[config.mk]
export PLATFORM = sky130hd
export DESIGN_NAME = cmdq_fetch_ptr
export DESIGN_NICKNAME = d
export VERILOG_FILES = /design/src/rtl/cmdq_fp_pkg.sv /design/src/rtl/cmdq_msg_ctl.sv /design/src/rtl/cmdq_fetch_seq.sv /design/src/rtl/cmdq_rd_snap.sv /design/src/rtl/cmdq_fetch_ptr.sv
export SDC_FILE = /design/constraint.sdc
export NUM_CORES = 1
export LEC_CHECK = 0
export BUFFER_PORTS_ARGS = -buffer_cell sky130_fd_sc_hd__buf_2
export CAP_MARGIN = 20
export CORE_MARGIN = 2
export CORE_UTILIZATION = 62
export CTS_CLUSTER_DIAMETER = 150
export DETAILED_ROUTE_END_ITERATION = 7
export PLACE_DENSITY = 0.93
export SLEW_MARGIN = 10
export SYNTH_ARGS = -nofsm -noshare
export SYNTH_HDL_FRONTEND = slang
export SYNTH_HIERARCHICAL = 1
export SYNTH_SLANG_ARGS = --single-unit
export TNS_END_PERCENT = 5
[constraint.sdc]
create_clock -name clk -period 8.44 [get_ports clk]
set_input_delay 1.266 -clock clk [delete_from_list [all_inputs] [get_ports clk]]
set_output_delay 1.266 -clock clk [all_outputs]
set_load 0.01 [all_outputs]
[src/rtl/cmdq_fp_pkg.sv]
// Package: shared mode encoding and command word size for the fetch
// pointer controller. Assumes byte addressing with 8-byte commands.
package cmdq_fp_pkg;
    typedef enum logic [1:0] {
        CQ_ABS  = 2'd0,
        CQ_OFS  = 2'd1,
        CQ_CIRC = 2'd2
    } cq_mode_e;

    localparam int unsigned CMD_BYTES = 8;
endpackage

[src/rtl/cmdq_msg_ctl.sv]
// Module: software message handling. Holds the pending absolute range, the
// offset sum and resume address, and the circular region bounds.
// Issues a load to the sequencer only when the sequencer is idle.
// Assumes the mode is changed only while the block is not busy.
module cmdq_msg_ctl
    import cmdq_fp_pkg::*;
#(
    parameter int unsigned AW = 32
) (
    input  logic          clk,
    input  logic          rst_n,
    input  logic [1:0]    mode_i,
    input  logic          start_set_i,
    input  logic [AW-1:0] start_addr_i,
    input  logic          cmd_msg_i,
    input  logic [AW-1:0] end_addr_i,
    input  logic [AW-1:0] offset_i,
    input  logic          ring_move_i,
    input  logic [AW-1:0] ring_wptr_i,
    input  logic          seq_idle_i,
    output logic          ld_valid_o,
    output logic [AW-1:0] ld_start_o,
    output logic [AW-1:0] ld_end_o,
    output logic          pend_o,
    output logic [AW-1:0] circ_base_o,
    output logic [AW-1:0] circ_top_o,
    output logic [AW-1:0] circ_wptr_o,
    output logic          circ_arm_o
);
    cq_mode_e       mode;
    logic           abs_pv;
    logic [AW-1:0]  abs_ps, abs_pe;
    logic [AW-1:0]  ofs_resume, ofs_sum, ofs_total, ofs_base;
    logic           ofs_reloc;

    assign mode = cq_mode_e'(mode_i);

    // Purpose: relocation is legal only in offset mode with nothing running or pending.
    assign ofs_reloc = (mode == CQ_OFS) && start_set_i && seq_idle_i && (ofs_sum == '0);
    assign ofs_base  = ofs_reloc ? start_addr_i : ofs_resume;
    assign ofs_total = ofs_sum + (cmd_msg_i ? offset_i : '0);
    assign pend_o    = abs_pv || (ofs_sum != '0);

    // Purpose: decide whether the sequencer gets a new range this cycle.
    always_comb begin
        ld_valid_o = 1'b0;
        ld_start_o = ofs_base;
        ld_end_o   = ofs_base;
        case (mode)
            CQ_OFS: begin
                if (seq_idle_i && (ofs_total != '0)) begin
                    ld_valid_o = 1'b1;
                    ld_end_o   = ofs_base + ofs_total;
                end
            end
            CQ_CIRC: begin
                if (seq_idle_i && start_set_i) begin
                    ld_valid_o = 1'b1;
                    ld_start_o = start_addr_i;
                    ld_end_o   = start_addr_i;
                end
            end
            default: begin
                if (seq_idle_i && cmd_msg_i) begin
                    ld_valid_o = 1'b1;
                    ld_start_o = start_addr_i;
                    ld_end_o   = end_addr_i;
                end else if (seq_idle_i && abs_pv) begin
                    ld_valid_o = 1'b1;
                    ld_start_o = abs_ps;
                    ld_end_o   = abs_pe;
                end
            end
        endcase
    end

    // Purpose: absolute mode keeps only the newest range received while busy.
    always_ff @(posedge clk) begin
        if (!rst_n) begin
            abs_pv <= 1'b0;
            abs_ps <= '0;
            abs_pe <= '0;
        end else if (mode != CQ_OFS && mode != CQ_CIRC) begin
            if (seq_idle_i) begin
                abs_pv <= 1'b0;
            end else if (cmd_msg_i) begin
                abs_pv <= 1'b1;
                abs_ps <= start_addr_i;
                abs_pe <= end_addr_i;
            end
        end
    end

    // Purpose: offset mode resume address and the sum of offsets received while busy.
    always_ff @(posedge clk) begin
        if (!rst_n) begin
            ofs_resume <= '0;
            ofs_sum    <= '0;
        end else if (mode == CQ_OFS) begin
            if (ld_valid_o) begin
                ofs_resume <= ld_end_o;
            end else if (ofs_reloc) begin
                ofs_resume <= start_addr_i;
            end
            if (seq_idle_i) begin
                ofs_sum <= '0;
            end else if (cmd_msg_i) begin
                ofs_sum <= ofs_sum + offset_i;
            end
        end
    end

    // Purpose: circular region bounds, producer position and run enable.
    always_ff @(posedge clk) begin
        if (!rst_n) begin
            circ_base_o <= '0;
            circ_top_o  <= '0;
            circ_wptr_o <= '0;
            circ_arm_o  <= 1'b0;
        end else if (mode == CQ_CIRC) begin
            if (start_set_i && seq_idle_i) begin
                circ_base_o <= start_addr_i;
                circ_wptr_o <= start_addr_i;
                circ_arm_o  <= 1'b0;
            end else if (ring_move_i) begin
                circ_wptr_o <= ring_wptr_i;
                circ_arm_o  <= 1'b1;
            end
            if (cmd_msg_i) begin
                circ_top_o <= end_addr_i;
            end
        end
    end
endmodule

[src/rtl/cmdq_fetch_seq.sv]
// Module: read pointer sequencer. Steps the pointer by one command on every
// grant. Linear ranges stop at an exclusive end, and the circular pointer
// wraps at the region top. Assumes loads arrive only while idle.
module cmdq_fetch_seq
    import cmdq_fp_pkg::*;
#(
    parameter int unsigned AW = 32
) (
    input  logic          clk,
    input  logic          rst_n,
    input  logic          circ_i,
    input  logic          ld_valid_i,
    input  logic [AW-1:0] ld_start_i,
    input  logic [AW-1:0] ld_end_i,
    input  logic [AW-1:0] circ_base_i,
    input  logic [AW-1:0] circ_top_i,
    input  logic [AW-1:0] circ_wptr_i,
    input  logic          circ_arm_i,
    input  logic          req_gnt_i,
    output logic          req_o,
    output logic [AW-1:0] rd_ptr_o,
    output logic          idle_o
);
    localparam logic [AW-1:0] STEP = AW'(CMD_BYTES);

    logic [AW-1:0] rd_ptr, lin_end, inc_ptr, nxt_ptr;
    logic          lin_act;

    // Purpose: next address, folding back to the base at the circular top.
    assign inc_ptr = rd_ptr + STEP;
    assign nxt_ptr = (circ_i && (inc_ptr == circ_top_i)) ? circ_base_i : inc_ptr;

    assign req_o    = circ_i ? (circ_arm_i && (rd_ptr != circ_wptr_i)) : lin_act;
    assign idle_o   = !req_o;
    assign rd_ptr_o = rd_ptr;

    // Purpose: load a new range or advance the pointer on a grant.
    always_ff @(posedge clk) begin
        if (!rst_n) begin
            rd_ptr  <= '0;
            lin_end <= '0;
            lin_act <= 1'b0;
        end else if (ld_valid_i) begin
            rd_ptr  <= ld_start_i;
            lin_end <= ld_end_i;
            lin_act <= !circ_i && (ld_start_i != ld_end_i);
        end else if (req_o && req_gnt_i) begin
            rd_ptr <= nxt_ptr;
            if (!circ_i && (inc_ptr == lin_end)) begin
                lin_act <= 1'b0;
            end
        end
    end
endmodule

[src/rtl/cmdq_rd_snap.sv]
// Module: captures the read pointer on a software trigger so it can be read
// back later. Assumes the pointer input is the value of the current cycle.
module cmdq_rd_snap #(
    parameter int unsigned AW = 32
) (
    input  logic          clk,
    input  logic          rst_n,
    input  logic          trig_i,
    input  logic [AW-1:0] ptr_i,
    output logic [AW-1:0] snap_o
);
    // Purpose: hold the pointer value seen in the trigger cycle.
    always_ff @(posedge clk) begin
        if (!rst_n) begin
            snap_o <= '0;
        end else if (trig_i) begin
            snap_o <= ptr_i;
        end
    end
endmodule

[src/rtl/cmdq_fetch_ptr.sv]
// Module: top of the command queue fetch pointer controller. Connects the
// message handler, the pointer sequencer and the snapshot register.
// Assumes 8-byte aligned addresses and a mode that is stable while busy.
module cmdq_fetch_ptr
    import cmdq_fp_pkg::*;
#(
    parameter int unsigned AW = 32
) (
    input  logic          clk,
    input  logic          rst_n,
    input  logic [1:0]    mode_i,
    input  logic          start_set_i,
    input  logic [AW-1:0] start_addr_i,
    input  logic          cmd_msg_i,
    input  logic [AW-1:0] end_addr_i,
    input  logic [AW-1:0] offset_i,
    input  logic          ring_move_i,
    input  logic [AW-1:0] ring_wptr_i,
    input  logic          snap_trig_i,
    input  logic          req_gnt_i,
    output logic          req_o,
    output logic [AW-1:0] req_addr_o,
    output logic          busy_o,
    output logic [AW-1:0] snap_addr_o
);
    logic          seq_idle, ld_valid, pend, circ_arm;
    logic [AW-1:0] ld_start, ld_end, circ_base, circ_top, circ_wptr;
    logic          circ_mode;

    assign circ_mode = (cq_mode_e'(mode_i) == CQ_CIRC);

    cmdq_msg_ctl #(.AW(AW)) u_msg (
        .clk(clk), .rst_n(rst_n), .mode_i(mode_i),
        .start_set_i(start_set_i), .start_addr_i(start_addr_i),
        .cmd_msg_i(cmd_msg_i), .end_addr_i(end_addr_i), .offset_i(offset_i),
        .ring_move_i(ring_move_i), .ring_wptr_i(ring_wptr_i),
        .seq_idle_i(seq_idle),
        .ld_valid_o(ld_valid), .ld_start_o(ld_start), .ld_end_o(ld_end),
        .pend_o(pend), .circ_base_o(circ_base), .circ_top_o(circ_top),
        .circ_wptr_o(circ_wptr), .circ_arm_o(circ_arm)
    );

    cmdq_fetch_seq #(.AW(AW)) u_seq (
        .clk(clk), .rst_n(rst_n), .circ_i(circ_mode),
        .ld_valid_i(ld_valid), .ld_start_i(ld_start), .ld_end_i(ld_end),
        .circ_base_i(circ_base), .circ_top_i(circ_top),
        .circ_wptr_i(circ_wptr), .circ_arm_i(circ_arm),
        .req_gnt_i(req_gnt_i), .req_o(req_o), .rd_ptr_o(req_addr_o),
        .idle_o(seq_idle)
    );

    cmdq_rd_snap #(.AW(AW)) u_snap (
        .clk(clk), .rst_n(rst_n), .trig_i(snap_trig_i),
        .ptr_i(req_addr_o), .snap_o(snap_addr_o)
    );

    // Purpose: busy covers active fetching and ranges that are queued.
    assign busy_o = req_o || pend;
endmodule

Word-level counts from Yosys, hierarchy flattened
Index checks and enable logic that the tools add are counted.
W data, S select, Z words.
{"block": "totals", "regBits": 323, "elab_cells": 87, "output_inout_bits": 66}
{"block": "op_classes", "n_mux": 31, "addsub": 4, "n_eq_ne": 9, "n_reduce_logical": 30}
{"op": "$mux W32", "n": 16}
{"op": "$pmux W32 S2", "n": 2}
{"op": "$add A32 B32 Y32", "n": 3}
{"op": "$eq A32 B32 Y1", "n": 2}
{"op": "$ne A32 B32 Y1", "n": 2}
{"op": "$reduce_bool A32 Y1", "n": 2}
{"op": "$add A32 B4 Y32 const B", "n": 1}
{"op": "$logic_not A32 Y1", "n": 1}
{"op": "$logic_and A1 B1 Y1", "n": 13}
{"op": "$mux W1", "n": 12}
{"op": "$reduce_and A2 Y1", "n": 6}
{"op": "$reduce_bool A2 Y1", "n": 3}
{"op": "$ne A2 B2 Y1 const B", "n": 2}
{"op": "$reduce_and A3 Y1", "n": 1}
{"op": "$eq A2 B1 Y1 const B", "n": 1}
{"op": "$eq A2 B2 Y1 const B", "n": 1}
{"op": "$logic_not A1 Y1", "n": 2}
{"op": "$logic_or A1 B1 Y1", "n": 2}
{"op": "$ne A2 B1 Y1 const B", "n": 1}
{"op": "$pmux W1 S2", "n": 1}

Longest topological paths before layout
{"block": "depth", "depth_word": 13, "depth_mapped": 32}

Modules after synthesis
The synthesis kept the hierarchy.
{"module": "cmdq_msg_ctl", "seq_area_each_um2": 4524.3, "cells_per_inst": 2263, "instances": 1, "area_each_um2": 17086.4}
{"module": "cmdq_fetch_seq", "seq_area_each_um2": 1301.2, "cells_per_inst": 725, "instances": 1, "area_each_um2": 5839.4}
{"module": "cmdq_rd_snap", "seq_area_each_um2": 640.6, "cells_per_inst": 103, "instances": 1, "area_each_um2": 1243.7}
{"module": "cmdq_fetch_ptr", "seq_area_each_um2": 0.0, "cells_per_inst": 2, "instances": 1, "area_each_um2": 12.5}

Worst setup path after synthesis
OpenSTA, ideal clock, no wires.
{"block": "synth_path", "kind": "input to register", "start": "input mode_i[1]", "end": "register u_seq.lin_act", "setup_ns": 0.124, "stages": 27, "path_buffers": 2, "path_slack_ns": 0.984, "arrival_ns": 7.332, "path_cell_list": "nor2b_1 > nand2b_1 > nand2_1 > inv_1 > nand3_1 > nor3_1 > clkbuf_1 > clkbuf_1 > mux2_2 > ha_1 > a21o_1 > a211oi_1 > nor2_1 > a311o_1 > o22ai_1 > o21bai_1 > a211o_1 > and4_1 > a211oi_1 > xor2_1 > or3_1 > a21boi_0 > xor2_1 > nor4_1 > nand4_1 > o21ai_0 > o21ai_0"}
{"block": "synth_via", "elab_chain_len": 12}
{"element": "start: declaration", "line": "cmdq_fetch_ptr.sv:11", "rtl": "input logic [1:0] mode_i,"}
{"element": "$eq A2 B2 Y1 *", "line": "cmdq_fetch_ptr.sv:30", "rtl": "assign circ_mode = (cq_mode_e'(mode_i) == CQ_CIRC);"}
{"element": "$mux W1 *", "line": "cmdq_fetch_seq.sv:33", "rtl": "assign req_o = circ_i ? (circ_arm_i && (rd_ptr != circ_wptr_i)) : lin_act;"}
{"element": "net req_o", "line": "cmdq_fetch_ptr.sv:21", "rtl": "output logic req_o,"}
{"element": "$logic_not A1 Y1 *", "line": "cmdq_fetch_seq.sv:34", "rtl": "assign idle_o = !req_o;"}
{"element": "net seq_idle", "line": "cmdq_fetch_ptr.sv:26", "rtl": "logic seq_idle, ld_valid, pend, circ_arm;"}
{"element": "$logic_and A1 B1 Y1 (2 in series)", "line": "cmdq_msg_ctl.sv:39", "rtl": "assign ofs_reloc = (mode == CQ_OFS) && start_set_i && seq_idle_i && (ofs_sum == '0);"}
{"element": "$mux W32"}
{"element": "$add A32 B32 Y32 or $mux W32 (tied branches)", "line": "cmdq_msg_ctl.sv:53, cmdq_msg_ctl.sv:68"}
{"element": "$mux W32, on equally long branches", "line": "cmdq_msg_ctl.sv:51, cmdq_msg_ctl.sv:64"}
{"element": "$pmux W32 S2 *", "line": "cmdq_msg_ctl.sv:49", "rtl": "case (mode)"}
{"element": "net ld_end[26]", "line": "cmdq_fetch_ptr.sv:27", "rtl": "logic [AW-1:0] ld_start, ld_end, circ_base, circ_top, circ_wptr;"}
{"element": "$ne A32 B32 Y1 *", "line": "cmdq_fetch_seq.sv:46", "rtl": "lin_act <= !circ_i && (ld_start_i != ld_end_i);"}
{"element": "$logic_and A1 B1 Y1 *", "line": "cmdq_fetch_seq.sv:46"}
{"element": "$mux W1 *", "line": "cmdq_fetch_seq.sv:43", "rtl": "end else if (ld_valid_i) begin"}
{"element": "end signal: assignment", "line": "cmdq_fetch_seq.sv:46"}
{"element": "end: declaration", "line": "cmdq_fetch_seq.sv:27", "rtl": "logic lin_act;"}
The timed path passes the listed nets; every way through them passes the cells marked *.
A chain may end at the register's enable or synchronous reset.

Worst setup path after layout
{"block": "layout_path", "start": "register u_seq.rd_ptr[3] (netlist: u_seq/rd_ptr_o[3])", "end": "register u_seq.lin_act"}
{"block": "layout_via", "elab_chain_len": 13}
{"element": "start: declaration", "line": "cmdq_fetch_seq.sv:26", "rtl": "logic [AW-1:0] rd_ptr, lin_end, inc_ptr, nxt_ptr;"}
{"element": "start signal: assignment", "line": "cmdq_fetch_seq.sv:44", "rtl": "rd_ptr <= ld_start_i;"}
{"element": "start signal: assignment", "line": "cmdq_fetch_seq.sv:48", "rtl": "rd_ptr <= nxt_ptr;"}
{"element": "$ne A32 B32 Y1 *", "line": "cmdq_fetch_seq.sv:33"}
{"element": "$logic_and A1 B1 Y1 *", "line": "cmdq_fetch_seq.sv:33"}
{"element": "$mux W1 *", "line": "cmdq_fetch_seq.sv:33"}
{"element": "$logic_not A1 Y1 *", "line": "cmdq_fetch_seq.sv:34"}
{"element": "net seq_idle", "line": "cmdq_fetch_ptr.sv:26"}
{"element": "$logic_and A1 B1 Y1 (2 in series)", "line": "cmdq_msg_ctl.sv:39"}
{"element": "$mux W32"}
{"element": "$add A32 B32 Y32 or $mux W32 (tied branches)", "line": "cmdq_msg_ctl.sv:53, cmdq_msg_ctl.sv:68"}
{"element": "$mux W32, on equally long branches", "line": "cmdq_msg_ctl.sv:51, cmdq_msg_ctl.sv:64"}
{"element": "$pmux W32 S2 *", "line": "cmdq_msg_ctl.sv:49"}
{"element": "net ld_end[27]", "line": "cmdq_fetch_ptr.sv:27"}
{"element": "$ne A32 B32 Y1 *", "line": "cmdq_fetch_seq.sv:46"}
{"element": "$logic_and A1 B1 Y1 *", "line": "cmdq_fetch_seq.sv:46"}
{"element": "$mux W1 *", "line": "cmdq_fetch_seq.sv:43"}
Marked as above.

==> results.txt <==
----------------------------------------------------
[Run status]
  Failing checks ... design-rule violations
  Status ... finished with violations

[Synth]
  Number of register bits inferred by synthesis ... 323
  Post-synth cell types ... between 90 and 100
  Top-count cell post-synth ... sky130_fd_sc_hd__nand2_1
  Share of flip-flops with an asynchronous set or reset ... 0
  Synth top area share ... 0.2674
  Most used flip-flop cell after synthesis ... sky130_fd_sc_hd__dfxtp_1
  Share of synthesized area occupied by flip-flops and latches ... 0.2674
  Netlist area before placement ... around 24,000 µm²
  Post-Syn Instances ... 3,093
  Post-Syn Nets ... 3,330
  Average footprint of a synthesized cell ... 7.818 µm²
  Top cells by instance count after synthesis ... sky130_fd_sc_hd__nand2_1, sky130_fd_sc_hd__dfxtp_1, sky130_fd_sc_hd__clkbuf_1, sky130_fd_sc_hd__nor2b_1, sky130_fd_sc_hd__a21boi_0
  YS warnings ... 6
  Library cell with the largest summed area after synthesis ... sky130_fd_sc_hd__dfxtp_1
  Cell types with the largest area share after synthesis ... sky130_fd_sc_hd__dfxtp_1, sky130_fd_sc_hd__nand2_1, sky130_fd_sc_hd__ha_1, sky130_fd_sc_hd__mux2i_1, sky130_fd_sc_hd__xor2_1
  Number of enable flip-flop cells after synthesis ... 0

[Pwr]
  Part of the total power dissipated in sequential elements ... 0.344
  Share of total power in combinational logic ... 0.278
  Clock power share ... 0.378
  Internal Pwr Total ... 3386 µW
  Largest vdd supply drop ... 0.1328 mV
  Total leakage power ... between 0.01 and 0.015 µW
  Fraction of power spent switching nets ... 0.3440
  Switch Pwr ... 1775 µW
  PwrDens ... 192.8 nW/µm²

[Routing]
  Post-route DRC violation count ... 14
  Via-to-Cell Ratio ... approximately 6.9
  Routed via count ... ~25,000
  Antenna-violating nets left ... 0
  Drt wl/cell ... 24.06 µm
  Pre-antenna DRT Iters ... 8
  DRT iter0 DRCs ... 4,076
  Final wirelength ... around 89 mm

[Clock network]
  Number of CTS-inserted buffers ... 38
  H-tree depth reported by CTS ... 2
  Clock transition at the register clock pins on the worst setup and hold paths after CTS ... approximately 0.06 ns
  Number of sinks handled by clock tree synthesis ... 323
  Clock root buffer ... sky130_fd_sc_hd__clkbuf_16
  Clock tree from TritonCTS ... built
  Bufs on Longest Clock Path ... 3
  Later-pin clock latency in the skew report ... between 0.5 and 0.6 ns

[Placed design]
  # port buffers ... 202
  Placed wire-length estimate ... about 64 mm
  Final weighted congestion in routability-driven placement ... 1.035
  Placement Setup Slack ... between 0.15 and 0.2 ns
  Number of placed instances, taps included ... 3,625

[STA]
  Final worst path period share ... 0.9755
  Number of hold violations in the final report ... 0
  Unrepaired setup endpoints after global routing ... false
  Setup total negative slack ... 0 ns
  # setup viols final ... 0
  Slew at the pin with the worst max-slew slack ... 1.096 ns
  Worst max-slew margin expressed relative to the limit ... 0.2696
  Least setup slack across all paths after layout ... approximately 0.21 ns
  Worst clock skew on the final layout ... 0.02336 ns
  Number of pins exceeding their max-slew limit in the final report ... 0
  Maximum operating frequency ... 121.5 MHz
  Final min period ... between 8 and 9 ns

[Worst setup path]
  Delay of the slowest cell on the worst path ... between 0.7 and 0.8 ns
  Data arrival time of the critical path ... 8.67 ns
  Register-to-Register Setup Slack ... 0.21 ns
  Slowest CP cell ... sky130_fd_sc_hd__dfxtp_1
  Start-to-end type of the worst setup path ... reg2reg
  Startpoint kind of the worst setup timing path ... flip-flop
  Data required time of the critical path ... 8.87 ns
  Worst Path Max Fanout ... 22
  Cell with the most instances on the worst path ... sky130_fd_sc_hd__o21ai_0
  Critical Path Sink Type ... flip-flop

[Finish]
  Layout Cells excl Fill ... 3,696
  Final #Nets ... 3,385
  Share of layout cells above drive strength 1 ... 0.1183
  Layout area overhead ... 10.71%
  Number of inserted diodes ... 0

[Global route]
  Wire length of the first global-routing pass ... 134.7 mm
  Total global routing track utilization ... 0.4196
  Largest net degree at the start of global routing ... between 150 and 200
  Via count of the first global-routing pass ... around 24,000
  Sum of overflow across all layers after global routing ... 0
  Number of antenna violations at the first check in global routing ... 5

[Floorplan]
  Starting Density ... 0.6272
  Core area ... 38,560 µm²
  Die Ht ... approximately 200 µm
  I/O pin count ... 203
  Overall die width ... 201.5 µm
  DIE AREA ... roughly 41,000 µm²
  Total number of placement rows ... 72

[Min path]
  Min-delay worst type ... reg2reg

[Job]
  Number of violations of the max-capacitance limit ... 0

----------------------------------------------------
area by class of cell:
| class | instances | area, µm² |
|---|---|---|
| fillers | 3166 | 11790 |
| multi-input cells | 2490 | 16610 |
| inverters | 55 | 206.4 |
| flip-flops and latches | 323 | 6469 |
| repair buffers | 240 | 1360 |
| clock buffers | 52 | 1115 |
| clock inverters | 18 | 362.8 |
| well taps | 518 | 648.1 |
sequential cells by signal (all words and copies together), names as in the netlist:
register,flops
u_msg/abs_pe,32
u_msg/abs_ps,32
u_msg/abs_pv,1
u_msg/circ_arm_o,1
u_msg/circ_base_o,32
u_msg/circ_top_o,32
u_msg/circ_wptr_o,32
u_msg/ofs_resume,32
u_msg/ofs_sum,32
u_seq/lin_act,1
u_seq/lin_end,32
u_seq/rd_ptr_o,32
u_snap/snap_o,32
power by group through the flow:
stage                     registers (µW)  clock network (µW)  logic, µW
after floorplan                     1730                   0        963
after global placement              1790                   0       1330
after detailed placement            1800                   0       1360
after CTS                           1770                1960       1370
after global routing                1780                2010       1510
final                               1770                1950       1440
per-layer routing:
layer	GRT usage	vias to the layer above	routed length, µm
met5	0	-	73
met4	0.2290	10	5701
met3	0.09799	342	10650
met2	0.6498	1800	38350
met1	0.5407	11880	34150
li1	-	11320	-
path summary, 6_finish.rpt:
| check | start | depth (start not counted) | endpoint |
|---|---|---|---|
| setup / recovery | u_seq/rd_ptr_o[3] | 30 | u_seq/lin_act |
| hold / removal | u_msg/abs_ps[28] | 2 | u_msg/abs_ps[28] |
| setup reg to reg | u_seq/rd_ptr_o[3] | 30 | u_seq/lin_act |
| hold reg to reg | u_msg/abs_ps[28] | 2 | u_msg/abs_ps[28] |
repair_timing:
action / in CTS / in global routing
hold buffers: 0 / 0
endpoints found under the hold margin: 0 / 0
buffers inserted: 0 / 0
endpoints found under the setup margin: 0 / 1
gates resized for setup: 0 / 4
layout by cell type, fill, tap and decap left out, types with 89 or more instances in the layout:
cell type and n:
sky130_fd_sc_hd__nand2_1 541, sky130_fd_sc_hd__dfxtp_1 321, sky130_fd_sc_hd__buf_2 201, sky130_fd_sc_hd__nor2b_1 135, sky130_fd_sc_hd__a21boi_0 132, sky130_fd_sc_hd__xor2_1 124
sky130_fd_sc_hd__o21ai_0 121, sky130_fd_sc_hd__mux2i_1 113, sky130_fd_sc_hd__a21oi_1 107, sky130_fd_sc_hd__xnor2_1 97, sky130_fd_sc_hd__ha_1 95, sky130_fd_sc_hd__nor2_1 89
metrics by stage:
step	total power, µW	util	hold WS, ns	instance area (µm²)
5_1_grt	5301	0.6943	0.4915	26770
6_report	5161	0.6943	0.4674	26770
4_1_cts	5093	0.6931	0.4654	26730
2_1_floorplan	2691	-	0.4390	24180
3_3_place_gp	3123	0.6548	0.4488	25250
3_5_place_dp	3157	0.6548	0.4581	25250
logic make-up (layout without fill, tap and decap cells):
kind of cell	count (synthesis)	count (layout)	share of synthesized area
xor+xnor	229	229	0.08755
compound gates	846	846	0.2484
buf+inv	280	365	0.04879
simple gates	1177	1177	0.2368
flops	323	323	0.2674
fa+ha+maj	100	100	0.05267
mux	138	138	0.05842
critical path: cells and delay by family, from the launching register on:
family | cells | cell delay [ns]
simple gates | 11 | 2.81
buf+inv | 4 | 0.93
fa+ha+maj | 1 | 0.33
compound gates | 10 | 2.23
flops | 1 | 0.73
mux | 1 | 0.37
xor+xnor | 3 | 0.68
(Power assumes the default switching activity.)
